===== src/rtl/swk_pkg.sv =====
package swk_pkg;

    typedef enum logic [1:0] {
        ST_RUN     = 2'd0,
        ST_STOP    = 2'd1,
        ST_RECOVER = 2'd2
    } swk_state_e;

endpackage


===== src/rtl/swk_pin_qual.sv =====
// Pulse-width qualifier for one wake pin: asserts qual on the MIN_W-th
// consecutive cycle in which the armed, enabled pin differs from its reference.
module swk_pin_qual #(
    parameter int MIN_W = 2
) (
    input  logic clk,
    input  logic rst_n,
    input  logic arm,
    input  logic en,
    input  logic pin,
    input  logic ref_lvl,
    output logic qual
);
    localparam int FW = (MIN_W < 2) ? 1 : $clog2(MIN_W + 1);
    localparam logic [FW-1:0] LAST = FW'(MIN_W - 1);

    logic          differ;
    logic [FW-1:0] run_len;

    assign differ = arm & en & (pin ^ ref_lvl);
    assign qual   = differ && (run_len == LAST);

    always_ff @(posedge clk or negedge rst_n) begin
        if (!rst_n) begin
            run_len <= '0;
        end else if (!differ) begin
            run_len <= '0;
        end else if (run_len != LAST) begin
            run_len <= run_len + 1'b1;
        end
    end
endmodule


===== src/rtl/swk_delay.sv =====
// Recovery delay counter: expire is high in the DLY-th running cycle.
module swk_delay #(
    parameter int DLY = 16
) (
    input  logic clk,
    input  logic rst_n,
    input  logic load,
    input  logic run,
    output logic expire
);
    localparam int CW = (DLY < 2) ? 1 : $clog2(DLY);
    localparam logic [CW-1:0] LAST = CW'(DLY - 1);

    logic [CW-1:0] cnt;

    assign expire = run && (cnt == LAST);

    always_ff @(posedge clk or negedge rst_n) begin
        if (!rst_n) begin
            cnt <= '0;
        end else if (load) begin
            cnt <= '0;
        end else if (run && !expire) begin
            cnt <= cnt + 1'b1;
        end
    end
endmodule


===== src/rtl/swk_port_reg.sv =====
// Port input register with a load enable and a per-bit change pulse.
module swk_port_reg #(
    parameter int NPINS = 4
) (
    input  logic             clk,
    input  logic             rst_n,
    input  logic             load,
    input  logic [NPINS-1:0] d,
    output logic [NPINS-1:0] q,
    output logic [NPINS-1:0] evt
);
    always_ff @(posedge clk or negedge rst_n) begin
        if (!rst_n) begin
            q   <= '0;
            evt <= '0;
        end else if (load) begin
            q   <= d;
            evt <= d ^ q;
        end else begin
            evt <= '0;
        end
    end
endmodule


===== src/rtl/stop_wake_ctrl.sv =====
module stop_wake_ctrl
    import swk_pkg::*;
#(
    parameter int NPINS   = 4,
    parameter int MIN_W   = 2,
    parameter int REC_DLY = 16
) (
    input  logic             clk,
    input  logic             rst_n,
    input  logic             stop_enter,
    input  logic             wdt_timeout,
    input  logic             wdt_irq_mode,
    input  logic             irq_en,
    input  logic             ext_rst_n,
    input  logic             dbg_pin_n,
    input  logic [NPINS-1:0] gpio_in,
    input  logic [NPINS-1:0] wake_en,
    output logic             in_stop,
    output logic             recovering,
    output logic             recovery_done,
    output logic             sys_reset_req,
    output logic             stat_wdt,
    output logic             stat_stop,
    output logic             wdt_irq,
    output logic [NPINS-1:0] port_in,
    output logic [NPINS-1:0] pin_event
);
    swk_state_e       state, state_nx;
    logic [NPINS-1:0] pin_qual;
    logic             gpio_wake;
    logic             wake_any;
    logic             rst_src;
    logic             dly_expire;
    logic             port_load;
    logic             wdt_pend;

    assign rst_src   = !ext_rst_n || !dbg_pin_n;
    assign gpio_wake = |pin_qual;
    assign wake_any  = wdt_timeout || gpio_wake;

    // One width qualifier per pin
    for (genvar i = 0; i < NPINS; i++) begin : g_pin
        swk_pin_qual #(.MIN_W(MIN_W)) u_qual (
            .clk     (clk),
            .rst_n   (rst_n),
            .arm     (state == ST_STOP),
            .en      (wake_en[i]),
            .pin     (gpio_in[i]),
            .ref_lvl (port_in[i]),
            .qual    (pin_qual[i])
        );
    end

    swk_delay #(.DLY(REC_DLY)) u_delay (
        .clk    (clk),
        .rst_n  (rst_n),
        .load   (state == ST_STOP),
        .run    (state == ST_RECOVER),
        .expire (dly_expire)
    );

    assign port_load = (state == ST_RUN) ||
                       ((state == ST_RECOVER) && dly_expire && !rst_src);

    swk_port_reg #(.NPINS(NPINS)) u_port (
        .clk   (clk),
        .rst_n (rst_n),
        .load  (port_load),
        .d     (gpio_in),
        .q     (port_in),
        .evt   (pin_event)
    );

    // Next-state logic
    always_comb begin
        state_nx = state;
        unique case (state)
            ST_RUN: begin
                if (stop_enter) state_nx = ST_STOP;              // enter_stop
            end
            ST_STOP: begin
                if (rst_src)       state_nx = ST_RUN;            // force_reset
                else if (wake_any) state_nx = ST_RECOVER;        // begin_recovery
            end
            ST_RECOVER: begin
                if (rst_src)         state_nx = ST_RUN;          // force_reset
                else if (dly_expire) state_nx = ST_RUN;          // finish_recovery
            end
            default: state_nx = ST_RUN;
        endcase
    end

    // State register
    always_ff @(posedge clk or negedge rst_n) begin
        if (!rst_n) state <= ST_RUN;
        else        state <= state_nx;
    end

    // Registered outputs
    always_ff @(posedge clk or negedge rst_n) begin
        if (!rst_n) begin
            sys_reset_req <= 1'b0;
            recovery_done <= 1'b0;
            wdt_irq       <= 1'b0;
            stat_wdt      <= 1'b0;
            stat_stop     <= 1'b0;
            wdt_pend      <= 1'b0;
        end else begin
            sys_reset_req <= 1'b0;
            recovery_done <= 1'b0;
            wdt_irq       <= 1'b0;
            unique case (state)
                ST_RUN: begin
                    if (stop_enter) begin
                        stat_wdt  <= 1'b0;
                        stat_stop <= 1'b0;
                    end
                end
                ST_STOP: begin
                    if (rst_src) begin
                        sys_reset_req <= 1'b1;
                        stat_wdt      <= 1'b0;
                        stat_stop     <= 1'b0;
                        wdt_pend      <= 1'b0;
                    end else if (wake_any) begin
                        stat_stop <= 1'b1;
                        stat_wdt  <= wdt_timeout;
                        wdt_pend  <= wdt_timeout && wdt_irq_mode;
                    end
                end
                ST_RECOVER: begin
                    if (rst_src) begin
                        sys_reset_req <= 1'b1;
                        stat_wdt      <= 1'b0;
                        stat_stop     <= 1'b0;
                        wdt_pend      <= 1'b0;
                    end else if (dly_expire) begin
                        recovery_done <= 1'b1;
                        wdt_irq       <= wdt_pend && irq_en;
                        wdt_pend      <= 1'b0;
                    end
                end
                default: begin
                    wdt_pend <= 1'b0;
                end
            endcase
        end
    end

    assign in_stop    = (state != ST_RUN);
    assign recovering = (state == ST_RECOVER);

endmodule


===== config.mk =====
export PLATFORM = sky130hd
export DESIGN_NAME = stop_wake_ctrl
export DESIGN_NICKNAME = d
export VERILOG_FILES = /design/src/rtl/swk_pkg.sv /design/src/rtl/swk_pin_qual.sv /design/src/rtl/swk_delay.sv /design/src/rtl/swk_port_reg.sv /design/src/rtl/stop_wake_ctrl.sv
export SDC_FILE = /design/constraint.sdc
export NUM_CORES = 1
export LEC_CHECK = 0
export CORE_AREA = 2 2 53 55
export DETAILED_ROUTE_END_ITERATION = 16
export DIE_AREA = 0 0 55 57
export DONT_BUFFER_PORTS = 1
export PLACE_DENSITY_LB_ADDON = 0.08
export SYNTH_ARGS = -nofsm -noshare
export SYNTH_HDL_FRONTEND = slang
export SYNTH_HIERARCHICAL = 1
export SYNTH_SLANG_ARGS = --single-unit

===== constraint.sdc =====
create_clock -name clk -period 2.1 [get_ports clk]
set_input_delay 0 -clock clk [delete_from_list [all_inputs] [get_ports clk]]
set_output_delay 0 -clock clk [all_outputs]
set_load 0.02 [all_outputs]

---- Yosys cells after proc, flatten, opt, wreduce, memory -nomap -nowiden ----
Cells that the tools add are included.
Widths: inputs -> output; s select.
storage, ports and cells
  register bits ........................... 28
  input port bits ......................... 16
  output and inout port bits .............. 15
  logic and storage cells ................. 116
operators by class
  add/sub/neg operators ................... 5
  equal/unequal tests ..................... 19
  multiplexer cells ....................... 38
  bitwise operators ....................... 14
  reduce and logical (&&, ||, !) cells .... 26
operator list
  kind                 number
  $mux 2               13
  $mux 1               18
  $mux 4               3
  $ne 2x2->1 const B   6
  $eq 2x1->1 const B   5
  $logic_and 1x1->1    10
  $pmux 1 s3           3
  $add 2x1->2 const B  4
  $and 1x1->1          8
  $ne 2x1->1 const B   4
  $ne 3x3->1 const B   2
  $pmux 2 s3           1
  $reduce_and 3->1     2
  $add 4x1->4 const B  1
  $eq 4x4->1 const B   1
  $logic_not 1->1      4
  $reduce_and 4->1     1
  $reduce_bool 2->1    2
  $reduce_or 4->1      1
  $xor 1x1->1          4
  $xor 4x4->4          1
  $logic_or 1x1->1     3
  $reduce_bool 3->1    1
  $eq 2x2->1 const B   1
  3 further kinds      3

---- Depth between registers and ports, before layout ----
Gate-level depths: netlist of the first run.
  word-level depth ........................ 9
  mapped depth ............................ 8
  gate-level depth less buffers ........... 8

---- Hierarchy ----
Netlist of the first run, hierarchy kept.
by module, submodules not included
  module          times used  cells each  area each (sq um)
  swk_pin_qual    4           11          121.4
  stop_wake_ctrl  1           42          445.4
  swk_port_reg    1           21          336.6
  swk_delay       1           21          239.0

---- Least setup slack after synthesis of the first run ----
No wires, ideal clock.
  path kind ............................... reg2reg
  start point ............................. register state[0]
  end point ............................... register u_port.q[0]
  setup time .............................. 125 ps
  arrival ................................. 1801 ps
  setup slack ............................. 174 ps
  cell stages (with the launch flop) ...... 8
  clock period less this slack ............ 1926 ps
  cells stage by stage .................... dfrtp_1 -> inv_1 -> ha_1 -> and4_2 -> and2_1 -> or2_1 -> buf_6 -> mux2_4
between the ends
  word-level cells in the longest chain between the ends .. 5
  elaborated cells on any way between the ends .. 6
ends and longest elaborated chain
  what                             line                  source
  from (decl)                      stop_wake_ctrl.sv:28  swk_state_e state, state_nx;
  from (signal assigned)           stop_wake_ctrl.sv:96  else state <= state_nx;
  $eq 2x2->1                       -
  via recovering                   stop_wake_ctrl.sv:19  output logic recovering,
  $logic_and 1x1->1                swk_delay.sv:16       assign expire = run && (cnt == LAST);
  via dly_expire                   stop_wake_ctrl.sv:33  logic dly_expire;
  $logic_and 1x1->1 (2 in series)  stop_wake_ctrl.sv:63  ((state == ST_RECOVER) && dly_expire && !rst_src);
  $logic_or 1x1->1                 stop_wake_ctrl.sv:62  assign port_load = (state == ST_RUN) ||
  via port_load                    stop_wake_ctrl.sv:34  logic port_load;
  to (signal assigned)             swk_port_reg.sv:14    q <= '0;
  to (signal assigned)             swk_port_reg.sv:17    q <= d;
  to (decl)                        swk_port_reg.sv:9     output logic [NPINS-1:0] q,
The timed path passes the listed nets, and every way through them passes these cells.
A chain may end at the register's enable or synchronous reset.

---- Final worst setup path of the first run ----
  start point ............................. register state[1]
  end point ............................... register wdt_pend
between the ends
  word-level cells in the longest chain between the ends .. 8
  elaborated cells on any way between the ends .. 23
ends and longest elaborated chain
  what                               line                                         source
  $eq 2x1->1                         stop_wake_ctrl.sv:46, stop_wake_ctrl.sv:112
  $and 1x1->1 (2 in series)          swk_pin_qual.sv:20                           assign differ = arm & en & (pin ^ ref_lvl);
  $logic_and 1x1->1                  swk_pin_qual.sv:21                           assign qual = differ && (run_len == LAST);
  $reduce_or 4->1                    stop_wake_ctrl.sv:38                         assign gpio_wake = |pin_qual;
  $logic_or 1x1->1                   stop_wake_ctrl.sv:39                         assign wake_any = wdt_timeout || gpio_wake;
  $ne 3x3->1 (no source line)        -
  $reduce_and 3->1 (no source line)  -
  to (signal assigned)               stop_wake_ctrl.sv:128                        wdt_pend <= wdt_timeout && wdt_irq_mode;
  to (decl)                          stop_wake_ctrl.sv:35                         logic wdt_pend;
Several ways; a longest one is shown, not always the timed one.

==> results.sh, run 1 <==
export IMPL_status="complete, no violations"
export IMPL_hpwlAfterDp_mm=2.140
export IMPL_critPathKind="flop to flop"
export IMPL_clkTransAtPathRegs_ns=0.14
export IMPL_tightest_slew_ns=0.3733
export IMPL_die_height_um=57
export IMPL_avgRoutedWirePerCell_um=16.22
export IMPL_final_area_um2=1797
export IMPL_worst_slack_ns=0.1294
export IMPL_fin_skew_ns=0.009165
export IMPL_synth_yosys_seq_area_share=0.4651
export IMPL_arrival_ns=2.19
export IMPL_layout_drive_gt1_share=0.2026
export IMPL_pin_count=31
export IMPL_post_route_period_util=0.9384
export IMPL_power_leakage_nw=0.8107
export IMPL_antenna_found_initial=0
export IMPL_wl_mm=2.985
export IMPL_yosys_area_top_type="dfrtp_1"
export IMPL_clk_latency_ns=0.32
export IMPL_ir_drop_mv=0.7505
export IMPL_fin_nets=180
export IMPL_drv_slew=0
export IMPL_diodes=0
export IMPL_tns_ns=0
export IMPL_worstSetupEndpointType="flop"
export IMPL_mostFrequentLayoutCells="dfrtp_1, dlygate4sd3_1, inv_1"
export IMPL_critPathCapture="wdt_pend"
export IMPL_rows=19
export IMPL_place_gp_congestion=0.8429
export IMPL_synth_top_area_frac=0.4651
export IMPL_reg2reg_from="state[1]"
export IMPL_r2r_cells=6
export IMPL_synth_nets=153
export IMPL_rsz0062_at_grt="no"
export IMPL_fin_crit_ns=1.971
export IMPL_hold_class="primary input to flop"
export IMPL_grt_pass1_wl_mm=5.016
export IMPL_gr_total_overflow=0
export IMPL_power_switching_mw=0.8579
export IMPL_max_freq_mhz=507.5
export IMPL_cp_startpoint="state[1]"
export IMPL_syn_inst=128
export IMPL_die_x_um=55
export IMPL_synth_area_leaders="dfrtp_1, ha_1, mux2_4"
export IMPL_vias_per_cell=5.630
export IMPL_routed_via_count=1036
export IMPL_required_ns=2.32
export IMPL_relSlewSlack=0.7493
export IMPL_comb_power_share=0.462
export IMPL_core_area_um2=2615
export IMPL_syn_area_um2=1506
export IMPL_critPathLaunchType="flop"
export IMPL_setup_viol=0
export IMPL_root_buffer="clkbuf_4"
export IMPL_p_int_mw=1.208
export IMPL_ys_ff_latch=28
export IMPL_rrSetupSlack_ns=0.13
export IMPL_hold_violations=0
export IMPL_grt_usage=0.2190
export IMPL_first_iter_violations=13
export IMPL_crit_fanout=8
export IMPL_final_common_cell="dfrtp_1"
export IMPL_io_buffers=0
export IMPL_drc=0
export IMPL_p_seq_frac=0.431
export IMPL_swShare=0.4152
export IMPL_ctsLongestPathBuffers=2
export IMPL_cap_violations=0
export IMPL_grt_max_degree=29
export IMPL_initial_core_util=0.5761
export IMPL_synth_warnings=6
export IMPL_htree_num_levels=1
export IMPL_r2r_end="wdt_pend"
export IMPL_ys_types=35
export IMPL_placed_area_um2=1572
export IMPL_cts_sinks=28
export IMPL_synth_area_per_cell_um2=11.77
export IMPL_first_pass_iters=4
export IMPL_clockPowerShare=0.106
export IMPL_dp_worst_setup_slack_ns=0.01302
export IMPL_cts_setup_buffers=0
export IMPL_grt_pass1_vias=1091
export IMPL_cts_tree="done"
export IMPL_cts_buffers=3
export IMPL_areaGrowthSynthToFinish_pct=19.27
export IMPL_postRouteAntennaNets=0
export IMPL_power_density_nw_per_um2=1150
export IMPL_die_area_um2=3135
## per-layer routing
| layer | GRT usage | share of wire | vias up |
|---|---|---|---|
| met5 | 0 | 0 | - |
| met4 | 0.08711 | 0.010 | 0 |
| met3 | 0.04188 | 0.052 | 4 |
| li1 | - | - | 507 |
| met2 | 0.3520 | 0.50 | 24 |
| met1 | 0.2867 | 0.44 | 501 |
## synthesized netlist by cell type, drive strengths merged
library cell	count
nor2b	6
a21boi	1
a2111oi	4
nor3b	5
and3	2
ha	9
o31ai	1
or3	1
and4b	2
dfrtp	28
xnor2	4
nor2	3
or2	1
o21ai	2
inv	10
nand4	2
nor3	8
nand3	1
nand2	5
a31oi	1
and4	1
xor2	8
a211oi	1
mux2	5
o32a	1
a21oi	5
nand2b	2
nor4b	1
buf	1
mux2i	1
and2	5
o41ai	1
## cell families (layout without fill, tap and decap cells)
logic type,Yosys count,after routing,share of synthesized area
AO/OA/AOI/OAI,17,17,0.1047
XOR/XNOR,12,12,0.06977
adder cells (fa/ha/maj),9,9,0.07475
buffers and inverters,11,36,0.03239
flip-flops,28,28,0.4651
multiplexers,6,6,0.05648
AND/OR/NAND/NOR,45,45,0.1969
## cell type report
class | instances | area, um^2
clock buffers | 3 | 22.52
fillers | 217 | 818.3
inverters | 10 | 37.54
multi-input cells | 89 | 769.5
flip-flops and latches | 28 | 700.7
well taps | 31 | 38.79
repair buffers | 23 | 227.7
## state kept, by name (all words and copies together), names as in the netlist
name and flops:
wdt_pend 1, stat_wdt 1, recovery_done 1, u_port/evt 4, u_port/q 4, u_delay/cnt 4
sys_reset_req 1, state 2, stat_stop 1, wdt_irq 1, g_pin.u_qual/run_len 8
## worst min path at each step
stage / slack, ns / cells after the start / from / endpoint
after floorplan: -0.30 / 0 / rst_n / g_pin[0].u_qual/run_len[0]
after global placement: -0.30 / 0 / rst_n / u_port/evt[1]
after detailed placement: -0.30 / 0 / rst_n / u_port/evt[1]
after CTS: 0.01 / 2 / ext_rst_n / recovery_done
after global routing: 0.03 / 2 / ext_rst_n / recovery_done
final: 0.03 / 2 / ext_rst_n / recovery_done
## power by group through the flow
stage	Sequential (mW)	Clock, mW	Combinational (mW)
after floorplan	0.914	0	0.673
after global placement	0.896	0	0.843
after detailed placement	0.902	0	0.879
after CTS	0.892	0.230	0.947
after global routing	0.917	0.247	1.05
final	0.891	0.220	0.955
## stage by stage
| stage | util | std cells | total power, mW | hold slack, ns |
|---|---|---|---|---|
| 2_1_floorplan | - | 128 | 1.587 | -0.2956 |
| 3_3_place_gp | 0.6010 | 163 | 1.739 | -0.2950 |
| 3_5_place_dp | 0.6010 | 163 | 1.781 | -0.2950 |
| 4_1_cts | 0.6842 | 184 | 2.069 | 0.01173 |
| 5_1_grt | 0.6871 | 184 | 2.220 | 0.02939 |
| 6_report | 0.6871 | 184 | 2.066 | 0.03140 |
## timing repair
item / in CTS / in global routing
cloned: 0 / 0
hold buffers: 18 / 0
pin swaps: 0 / 0
endpoints found under the hold margin: 51 / 0
resized for setup: 1 / 2
endpoints found under the setup margin: 1 / 4
## worst max-delay path, cell delays in order, from the launching register on
cell and delay (ns):
dfrtp_1 0.44, inv_1 0.11, ha_2 0.26, buf_4 0.19, nand4_1 0.07, dlygate4sd3_1 0.58, o41ai_1 0.23
Power figures use the tool's default switching activity.
==> run 2, diff against run 1 <==
- RECOVER_POWER: default -> 50
==> run 2 against run 1 <==
Compared with the run above: die area stayed put; clock power hardly changed; sequential share of layout area is 0.36 points higher; the flow now finishes with violations (capacitance limit); worst hold slack stayed put; combinational power is 0.4% lower; first-iteration DRC count stayed put; critical path type unchanged; register-to-register slack hardly changed; critical path depth stayed put; utilization is 0.62 points lower; worst setup slack stayed put; flip-flop and latch count stayed put.
==> results.sh, run 2 (synthesis results as in run 1) <==
export IMPL_place_gp_congestion=0.8429
export IMPL_whs_ns=0.03140
export IMPL_reg2reg_from="state[1]"
export IMPL_met1_usage=0.2867
export IMPL_grt_use_met2=0.3520
export IMPL_core_area_um2=2615
export IMPL_routed_via_count=1036
export IMPL_arrival_ns=2.19
export IMPL_rsz0062_at_grt="no"
export IMPL_critPathTopFamily="buffers and inverters"
export IMPL_fin_crit_ns=1.971
export IMPL_cts_tree="done"
export IMPL_vias_per_cell=5.630
export IMPL_fin_nets=180
export IMPL_critPathMaxStageDelay_ns=0.58
export IMPL_r2r_cells=6
export IMPL_io_buffers=0
export IMPL_tightest_slew_ns=1.500
export IMPL_grt_pass1_wl_mm=5.016
export IMPL_gr_total_overflow=0
export IMPL_drc=0
export IMPL_relSlewSlack=0.0002784
export IMPL_clk_latency_ns=0.32
export IMPL_drv_slew=0
export IMPL_critPathKind="flop to flop"
export IMPL_cts_buffers=3
export IMPL_power_leakage_nw=0.8025
export IMPL_hold_class="primary input to flop"
export IMPL_die_x_um=55
export IMPL_first_iter_violations=13
export IMPL_hold_depth=2
export IMPL_final_core_util=0.6809
export IMPL_areaGrowthSynthToFinish_pct=18.19
export IMPL_tns_ns=0
export IMPL_hpwlAfterDp_mm=2.140
export IMPL_cts_setup_buffers=0
export IMPL_wl_mm=2.983
export IMPL_mostFrequentLayoutCells="dfrtp_1, dlygate4sd3_1, inv_1"
export IMPL_rows=19
export IMPL_grt_max_degree=29
export IMPL_grt_pass1_vias=1091
export IMPL_post_route_period_util=0.9384
export IMPL_critPathSlowestCell="dlygate4sd3_1"
export IMPL_die_height_um=57
export IMPL_avgRoutedWirePerCell_um=16.21
export IMPL_regMostFlops="g_pin.u_qual/run_len"
export IMPL_use_met3=0.04188
export IMPL_pin_count=31
export IMPL_worst_slack_ns=0.1294
export IMPL_power_density_nw_per_um2=1158
export IMPL_fin_skew_ns=0.009202
export IMPL_cp_num_buf_inv=3
export IMPL_cts_sinks=28
export IMPL_grt_usage=0.2190
export IMPL_crit_fanout=8
export IMPL_grt_busiest_layer="met2"
export IMPL_setup_viol=0
export IMPL_violations="capacitance limit"
export IMPL_ir_drop_mv=0.7504
export IMPL_cp_startpoint="state[1]"
export IMPL_final_common_cell="dfrtp_1"
export IMPL_postRouteAntennaNets=0
export IMPL_crit_path_cell_trace="inv_1 > ha_2 > buf_4 > nand4_1 > dlygate4sd3_1 > o41ai_1"
export IMPL_root_buffer="clkbuf_4"
export IMPL_status="finished, violations left"
export IMPL_required_ns=2.32
export IMPL_worst_path_stages=6
export IMPL_htree_num_levels=1
export IMPL_hold_violations=0
export IMPL_cap_violations=1
export IMPL_dp_worst_setup_slack_ns=0.01302
export IMPL_critPathLaunchType="flop"
export IMPL_diodes=0
export IMPL_first_pass_iters=4
export IMPL_max_freq_mhz=507.5
export IMPL_die_area_um2=3135
export IMPL_hp_start="ext_rst_n"
export IMPL_initial_core_util=0.5761
export IMPL_ctsLongestPathBuffers=2
export IMPL_layout_drive_gt1_share=0.1961
export IMPL_largest_reg_flops=8
export IMPL_worstSetupEndpointType="flop"
export IMPL_antenna_found_initial=0
export IMPL_clkTransAtPathRegs_ns=0.14
==> run 2: cell types whose count changed in the layout (fill, tap and decap cells not counted), sizes merged <==
cell,before,now
buf,6,5
clkbuf,3,4
==> run 2: path summary, 6_finish.rpt <==
check                           slack [ns]            end
worst max-delay path                  0.13       wdt_pend
worst min-delay path                  0.03  recovery_done
worst max register to register        0.13       wdt_pend
worst min register to register        0.52       wdt_pend
max in group asynchronous             0.67  u_port/evt[2]
min in group asynchronous             0.55  u_port/evt[1]
==> run 2: per-stage QoR <==
stage	instances	total power [mW]	area, um^2
2_1_floorplan	128	1.587	1506
3_3_place_gp	163	1.739	1572
3_5_place_dp	163	1.781	1572
4_1_cts	184	2.069	1789
5_1_grt	184	2.215	1780
6_report	184	2.062	1780
==> run 2: layout make-up <==
class,instances,area (um^2)
fill,220,834.6
multi-input combinational,89,769.5
sequential,28,700.7
timing repair buffer,23,211.5
tap,31,38.79
inverter,10,37.54
clock buffer,3,22.52
==> run 2: metal layers <==
metal	vias up	routed length, um	share of wire
met5	-	0	0
met4	0	30	0.010
met3	4	154	0.052
met2	24	1480	0.50
met1	501	1318	0.44
li1	507	-	-
==> run 2: report_power, final <==
group | total, mW | switching (mW) | internal (mW)
Combinational | 0.951 | 0.499 | 0.452
Clock | 0.220 | 0.152 | 0.0672
Sequential | 0.891 | 0.206 | 0.685
==> run 2: timing repair <==
item	in CTS	in global routing
hold buffers	18	0
setup endpoints to repair	1	4
hold endpoints to repair	51	0
resized for setup	1	2
==> run 3, diff against run 2 <==
- BUFFER_PORTS_ARGS: default -> -buffer_cell sky130_fd_sc_hd__buf_4
- CORE_AREA: 2 2 53 55 -> 2 2 56 58
- DIE_AREA: 0 0 55 57 -> 0 0 58 60
- DONT_BUFFER_PORTS: 1 -> default
==> run 3 against run 2 <==
Compared with the run above: the flow now finishes without violations; die area up 11%; clock power fell by 5%; worst setup slack improved by 0.011 ns; combinational power up 20%; cell area rose by 9.5%; count of clock-buffer cells in the layout did not move; fmax rose by 0.54%; worst hold slack better by 0.017 ns; critical path depth unchanged; power increased by 4.4%; sequential share of layout area shrank 3.4 points; routed wire length grew 0.91%.
==> results.sh, run 3 (synthesis results as in run 1) <==
export IMPL_status="complete, no violations"
export IMPL_register_area_um2=700.7
export IMPL_fin_crit_ns=1.960
export IMPL_hold_violations=0
export IMPL_grt_usage=0.1962
export IMPL_worstSetupEndpointType="flop"
export IMPL_hold_class="primary input to flop"
export IMPL_fin_nets=206
export IMPL_htree_num_levels=1
export IMPL_first_pass_iters=4
export IMPL_grt_max_degree=29
export IMPL_cts_buffers=3
export IMPL_tightest_slew_ns=1.469
export IMPL_clk_latency_ns=0.32
export IMPL_required_ns=2.31
export IMPL_rsz0062_at_grt="no"
export IMPL_relSlewSlack=0.02061
export IMPL_largest_reg_flops=8
export IMPL_mostFrequentLayoutCells="dfrtp_1, buf_4, dlygate4sd3_1"
export IMPL_fillCellCount=242
export IMPL_ir_drop_mv=0.6504
export IMPL_cap_violations=0
export IMPL_power_density_nw_per_um2=1105
export IMPL_worst_slack_ns=0.1400
export IMPL_instances_no_fill=212
export IMPL_dpl_cell_count=192
export IMPL_setup_viol=0
export IMPL_avgRoutedWirePerCell_um=14.20
export IMPL_root_buffer="clkbuf_4"
export IMPL_critPathKind="flop to flop"
export IMPL_multiInputGateArea_um2=769.5
export IMPL_dp_worst_setup_slack_ns=-0.002145
export IMPL_cts_sinks=28
export IMPL_post_route_period_util=0.9333
export IMPL_fin_skew_ns=0.007478
export IMPL_gr_total_overflow=0
export IMPL_cts_tree="done"
export IMPL_clkTransAtPathRegs_ns=0.14
export IMPL_antenna_found_initial=0
export IMPL_first_iter_violations=24
export IMPL_wl_mm=3.010
export IMPL_core_area_um2=2903
export IMPL_die_x_um=58
export IMPL_placed_area_um2=1777
export IMPL_hpwlAfterDp_mm=2.207
export IMPL_postRouteAntennaNets=0
export IMPL_max_freq_mhz=510.2
export IMPL_final_common_cell="dfrtp_1"
export IMPL_drc=0
export IMPL_grt_pass1_wl_mm=5.126
export IMPL_ctsLongestPathBuffers=2
export IMPL_place_gp_congestion=0.8071
export IMPL_vias_per_cell=5.302
export IMPL_crit_fanout=8
export IMPL_pin_count=31
export IMPL_routed_via_count=1124
export IMPL_power_leakage_nw=0.9031
export IMPL_arrival_ns=2.17
export IMPL_drv_slew=0
export IMPL_areaGrowthSynthToFinish_pct=29.40
export IMPL_initial_core_util=0.5190
export IMPL_diodes=0
export IMPL_layout_drive_gt1_share=0.2793
export IMPL_io_buffers=30
export IMPL_die_height_um=60
export IMPL_die_area_um2=3480
export IMPL_critPathLaunchType="flop"
export IMPL_rows=20
export IMPL_grt_pass1_vias=1190
export IMPL_final_area_um2=1949
export IMPL_regMostFlops="g_pin.u_qual/run_len"
run 3: cell types whose count changed in the layout (fill, tap and decap cells not counted):
cell | before | now
clkbuf_1 | 1 | 8
buf_4 | 5 | 25
dlygate4sd3_1 | 17 | 16
run 3: layout make-up:
class | instances | share of cell area
Timing Repair Buffer | 49 | 0.1938
Tap cell | 33 | 0.02118
Multi-Input combinational cell | 89 | 0.3947
Sequential cell | 28 | 0.3594
Inverter | 10 | 0.01926
Clock buffer | 3 | 0.01155
run 3: per-stage QoR:
step | total power [mW] | setup TNS (ns) | hold slack [ns] | util
5_1_grt | 2.329 | 0 | 0.09008 | 0.6716
4_1_cts | 2.202 | 0 | 0.01220 | 0.6750
3_3_place_gp | 1.900 | 0 | -0.06347 | 0.6121
2_1_floorplan | 1.587 | 0 | -0.2956 | -
3_5_place_dp | 1.943 | -0.002145 | -0.06033 | 0.6121
6_report | 2.153 | 0 | 0.04809 | 0.6716
run 3: final timing paths:
kind	from	depth (start not counted)	end	slack, ns
min in group asynchronous	rst_n	2	u_port/q[0]	0.55
worst max-delay path	state[0]	6	u_port/q[3]	0.14
worst max register to register	state[0]	6	u_port/q[3]	0.14
worst min-delay path	stop_enter	4	state[1]	0.05
max in group asynchronous	rst_n	2	u_delay/cnt[3]	0.70
worst min register to register	stat_wdt	2	stat_wdt	0.55
run 3: critical path: stages (launching register included):
cell,delay (ns)
dfrtp_1,0.44
inv_1,0.08
ha_1,0.23
and4_2,0.24
and2_1,0.15
or2_1,0.35
mux2_4,0.34
run 3: what timing repair did:
item                                   4_1_cts  5_1_grt
hold buffers                                15        1
resized for setup                            2        1
setup endpoints to repair                    2        2
pin swaps                                    0        1
buffers inserted                             0        1
endpoints found under the hold margin       43        1
run 3: power by group:
group / switching, mW / leakage, nW / internal (mW)
combinational: 0.598 / 0.519 / 0.539
clock: 0.143 / 0.0138 / 0.0671
sequential: 0.121 / 0.371 / 0.685
run 3: routing by layer:
metal / GRT usage / vias to the layer above / part of all wire
met3: 0.03030 / 2 / 0.026
met1: 0.2462 / 548 / 0.46
met5: 0 / - / 0
li1: - / 556 / -
met2: 0.3442 / 18 / 0.51
met4: 0.06977 / 0 / 0.0056
